File: config.mk
export PLATFORM = sky130hd
export DESIGN_NAME = kbc_host_regs
export DESIGN_NICKNAME = d
export VERILOG_FILES = /design/src/rtl/kbc_host_regs.sv
export SDC_FILE = /design/constraint.sdc
export NUM_CORES = 1
export LEC_CHECK = 0
export BUFFER_PORTS_ARGS = -buffer_cell sky130_fd_sc_hd__buf_2
export CORE_UTILIZATION = 45
export CTS_BUF_LIST = sky130_fd_sc_hd__clkbuf_8
export CTS_CLUSTER_DIAMETER = 60
export CTS_CLUSTER_SIZE = 40
export DETAILED_ROUTE_END_ITERATION = 10
export PLACE_DENSITY = 0.7
export SLEW_MARGIN = 0
export SYNTH_ARGS = -nofsm -noshare
export SYNTH_HDL_FRONTEND = slang
export SYNTH_SLANG_ARGS = --single-unit
export TNS_END_PERCENT = 30
File: constraint.sdc
create_clock -name clk -period 3.7 [get_ports clk]
set_input_delay 0 -clock clk [delete_from_list [all_inputs] [get_ports clk]]
set_output_delay 0 -clock clk [all_outputs]
set_load 0.01 [all_outputs]
File: src/rtl/kbc_host_regs.sv
module kbc_host_regs #(
  parameter bit                 MMIO     = 1'b0,
  parameter int unsigned        ADDR_W   = 12,
  parameter logic [ADDR_W-1:0]  BASE     = 'h060,
  parameter int unsigned        STRIDE   = 0,
  parameter logic [7:0]         MODE_RST = 8'h01
) (
  input  logic              clk,
  input  logic              rst_n,
  input  logic [ADDR_W-1:0] bus_addr,
  input  logic              bus_rd,
  input  logic              bus_wr,
  input  logic [7:0]        bus_wdata,
  output logic [7:0]        bus_rdata,
  input  logic              kbd_in_valid,
  input  logic [7:0]        kbd_in_data,
  output logic              kbd_in_ready,
  input  logic              aux_in_valid,
  input  logic [7:0]        aux_in_data,
  output logic              aux_in_ready,
  output logic              kbd_out_valid,
  output logic [7:0]        kbd_out_data,
  output logic              irq_kbd,
  output logic              irq_aux
);
  localparam int unsigned WIN     = 8 << STRIDE;
  localparam logic [7:0]  CMD_RDM = 8'h20;
  localparam logic [7:0]  CMD_WRM = 8'h60;

  logic [1:0] pend;
  logic [7:0] kbd_buf, aux_buf, last_byte, mode;
  logic       armed;
  logic       sel_data, sel_ctl;

  logic [ADDR_W-1:0] off;
  assign off = bus_addr - BASE;

  generate
    if (MMIO) begin : g_win
      logic [ADDR_W-1:0] idx;
      logic              in_win;
      assign idx      = off >> STRIDE;
      assign in_win   = (bus_addr >= BASE) && (32'(off) < WIN);
      assign sel_data = in_win && (idx == '0);
      assign sel_ctl  = in_win && (idx == ADDR_W'(1));
    end else begin : g_port
      assign sel_data = (bus_addr == BASE);
      assign sel_ctl  = (bus_addr == BASE + ADDR_W'(4));
    end
  endgenerate

  logic data_rd, data_wr, cmd_wr, rd_mode_cmd, kbd_take, aux_take;
  logic pop_kbd, pop_aux, aux_only;
  logic [7:0] head, status;

  assign data_rd     = bus_rd && sel_data;
  assign data_wr     = bus_wr && sel_data;
  assign cmd_wr      = bus_wr && sel_ctl;
  assign rd_mode_cmd = cmd_wr && (bus_wdata == CMD_RDM);

  assign kbd_in_ready = !pend[0] && !rd_mode_cmd;
  assign aux_in_ready = !pend[1];
  assign kbd_take     = kbd_in_valid && kbd_in_ready;
  assign aux_take     = aux_in_valid && aux_in_ready;

  assign aux_only = (pend == 2'b10);
  assign pop_kbd  = data_rd && pend[0];
  assign pop_aux  = data_rd && aux_only;

  assign head   = pend[0] ? kbd_buf : (pend[1] ? aux_buf : last_byte);
  assign status = {2'b00, aux_only, 4'b0000, |pend};

  assign bus_rdata = sel_data ? head : (sel_ctl ? status : 8'hFF);

  assign irq_kbd = pend[0] && mode[0] && !mode[4];
  assign irq_aux = aux_only && mode[1];

  always_ff @(posedge clk) begin
    if (!rst_n) begin
      pend          <= 2'b00;
      kbd_buf       <= 8'h00;
      aux_buf       <= 8'h00;
      last_byte     <= 8'h00;
      mode          <= MODE_RST;
      armed         <= 1'b0;
      kbd_out_valid <= 1'b0;
      kbd_out_data  <= 8'h00;
    end else begin
      pend[0] <= (pend[0] && !pop_kbd) || kbd_take || rd_mode_cmd;
      pend[1] <= (pend[1] && !pop_aux) || aux_take;
      if (rd_mode_cmd)   kbd_buf <= mode;
      else if (kbd_take) kbd_buf <= kbd_in_data;
      if (aux_take)      aux_buf <= aux_in_data;
      if (data_rd && (pend != 2'b00)) last_byte <= head;

      kbd_out_valid <= data_wr && !armed;
      if (data_wr && !armed) kbd_out_data <= bus_wdata;

      if (data_wr && armed) begin
        mode  <= bus_wdata;
        armed <= 1'b0;
      end else if (cmd_wr) begin
        armed <= (bus_wdata == CMD_WRM);
      end
    end
  end
endmodule


==> flow_summary.yaml <==
global_route:
  grt_max_degree: 54
  antenna_found_initial: 0
  grt.overflow.total: 0
  first_global_vias: 1921
  grtUsageTotal_pct: 21.0
  grt_pass1_wl_um: 8420
synth:
  syn_area_um2: 2180
  yosys.area.top_type: "dfxtp_1"
  ys_seq_area_share_pct: 40.4
  synthTopCellsByArea: "dfxtp_1 40%, mux2i_1 11%, nand2_1 9.0%"
  synth-seq-cells: 44
  yosysUniqueCellTypes: 36
  synthArstFlopShare_pct: 0
  synthCells: 252
  synth_ff_type: "dfxtp_1"
  yosys_warnings: 0
  syn_avg_cell_area_um2: 8.64
  synth.top_cell.area_share_pct: 40.4
  syn_nets: 294
  synth_edf_count: 0
placed_design:
  postPlaceCellArea_um2: 2480
  gp_congestion: 0.758
  hpwl_um: 3450
  port_buffers: 62
route:
  wl_um: 4980
  drc: 0
  ant_nets: 0
  vias: 1975
  viasPerCell: 5.31
  routedWlPerCell_um: 13.4
  drtIter0Drc: 113
  dr.pass1.iters: 5
setup_path:
  required_ps: 3700
  critPathKind: "in -> out"
  reg2reg_from: "pend[0]"
  critical_path.max_fanout: 10
  r2r_end: "kbd_buf[0]"
  crit_path_start_kind: "input pin"
  end_kind: "primary output"
  regToRegSetupSlack_ps: 1820
  r2r_cells: 4
  cp.arrival_ps: 2290
hold_path:
  min_path_type: "in -> reg"
  min_path_cells: 3
  min_to: "kbd_out_valid"
  min-delay-start: "bus_wr"
clock_tree:
  root_buffer: "clkbuf_8"
  clock-sinks: 44
  cts_max_level: 2
  clk_pin_slew_worst_paths_ps: 80
  numCtsBuffers: 5
  cts_tree: "built"
  clock_latency_ps: 300
  cts_hold_buffers: 15
  clockBufferDepth: 2
  post-cts-setup-buffers: 0
  post_cts_resized: 0
pwr:
  power.density_nw_per_um2: 328
  p_leak_nw: 1.17
  p_clk_share_pct: 32.0
  peakVddDrop_uv: 191
  power_frac_seq_pct: 56.0
  p_int_mw: 0.665
  combPwrFrac_pct: 12.1
  p_sw_mw: 0.224
  switching_share_pct: 25.2
sta:
  slew_viol_final: 0
  fmax_mhz: 436
  rsz0062_at_grt: "no"
  fin_crit_sh_pct: 62.0
  tightest_slew_ps: 939
  hold_ws_ps: 7.39
  finalCriticalPeriod_ps: 2290
  clock_skew_ps: 5.49
  setup_tns_ps: 0
  relSlewSlack_pct: 37.2
  hold_violations: 0
  setup_viol: 0
die:
  die_h_um: 71.6
  die_x_um: 71.6
  fp-row-count: 24
  start_util_pct: 48.4
  design.core.area_um2: 4500
  pin_count: 63
  dieArea_um2: 5120
final_layout:
  drive_gt1_share_pct: 26.3
  design_area_um2: 2710
  nets: 362
  diodes: 0
  layout-area-overhead-vs-synth_pct: 24.4
status:
  status: "complete, no violations"
run:
  maxCapViolCount: 0
## power groups by stage
stage               logic [mW]  clock network, mW  registers, mW
global route             0.120              0.306          0.499
finish                   0.108              0.284          0.497
floorplan               0.0618                  0          0.501
CTS                      0.108              0.290          0.497
detailed placement      0.0950                  0          0.509
global placement        0.0943                  0          0.508
## worst max-delay path: stages
cell	delay, ps
dlygate4sd3_1	530
buf_2	130
or4_1	540
nor4_2	190
and4b_1	620
nor2_1	100
buf_2	170
## registers in the layout, indices dropped and copies added (netlist names)
register       flops
armed              1
last_byte          8
mode               8
kbd_out_valid      1
kbd_buf            8
kbd_out_data       8
aux_buf            8
pend               2
## synthesized netlist by cell type, drive strengths merged, types with 2 or more instances
library cell and count:
o21ai 16, a21boi 9, nand2 52, nand4 6
mux2 8, dfxtp 44, nor2b 18, buf 6
inv 2, mux2i 24, and3b 2, nor3 9
nor3b 9, a21oi 17, nor4 2, clkbuf 11
nor2 3, and2 2
## cells by family (layout without fill, tap and decap cells)
kind of cell    after synthesis  after routing  share of synthesized area [%]
buf+inv                      19             87                           3.96
compound gates               46             46                           12.1
flops                        44             44                           40.4
simple gates                111            111                           28.4
mux                          32             32                           15.2
## cell type report
class,instances,area (µm²)
inverter,2,7.51
fill,414,1790
clock buffer,5,68.8
multi-input combinational,189,1210
tap,52,65.1
timing repair buffer,78,468
clock inverter,2,8.76
sequential,44,881
## metrics by stage
stage                     worst slack [ps]  std cells  util [%]  total power, mW
after floorplan                       2370        252         -            0.563
after global placement                1760        350      55.1            0.602
after detailed placement              1730        350      55.1            0.604
after CTS                             1380        372      60.2            0.894
after global routing                  1280        372      60.2            0.926
final                                 1410        372      60.2            0.889
## metal layers
metal | part of all wire, % | track usage, % | routed length (µm)
met5 | 0 | 0 | 0
met4 | 1.8 | 6.75 | 88
met3 | 4.7 | 5.20 | 233
met2 | 46 | 34.0 | 2310
met1 | 47 | 27.6 | 2350
## worst max path at each step
stage	slack, ps	endpoint	startpoint	cells past startpoint
after floorplan	2370	kbd_buf[0]	bus_addr[8]	6
after global placement	1760	kbd_buf[4]	bus_addr[8]	5
after detailed placement	1730	kbd_buf[0]	bus_addr[8]	5
after CTS	1380	kbd_in_ready	bus_wdata[1]	7
after global routing	1280	bus_rdata[3]	pend[0]	4
final	1410	kbd_in_ready	bus_wdata[1]	7
## layout by cell type, fill, tap and decap left out, drive strengths merged, types with 2 or more instances in the layout
cell         Yosys  routed
buf              6      63
nand2           52      52
dfxtp           44      44
mux2i           24      24
nor2b           18      18
a21oi           17      17
o21ai           16      16
dlygate4sd3      0      15
nor3b            9       9
a21boi           9       9
nor3             9       9
mux2             8       8
nand4            6       6
clkbuf          11       5
inv              2       3
nor2             3       3
and2             2       2
and3b            2       2
nor4             2       2
(Power assumes the default switching activity.)
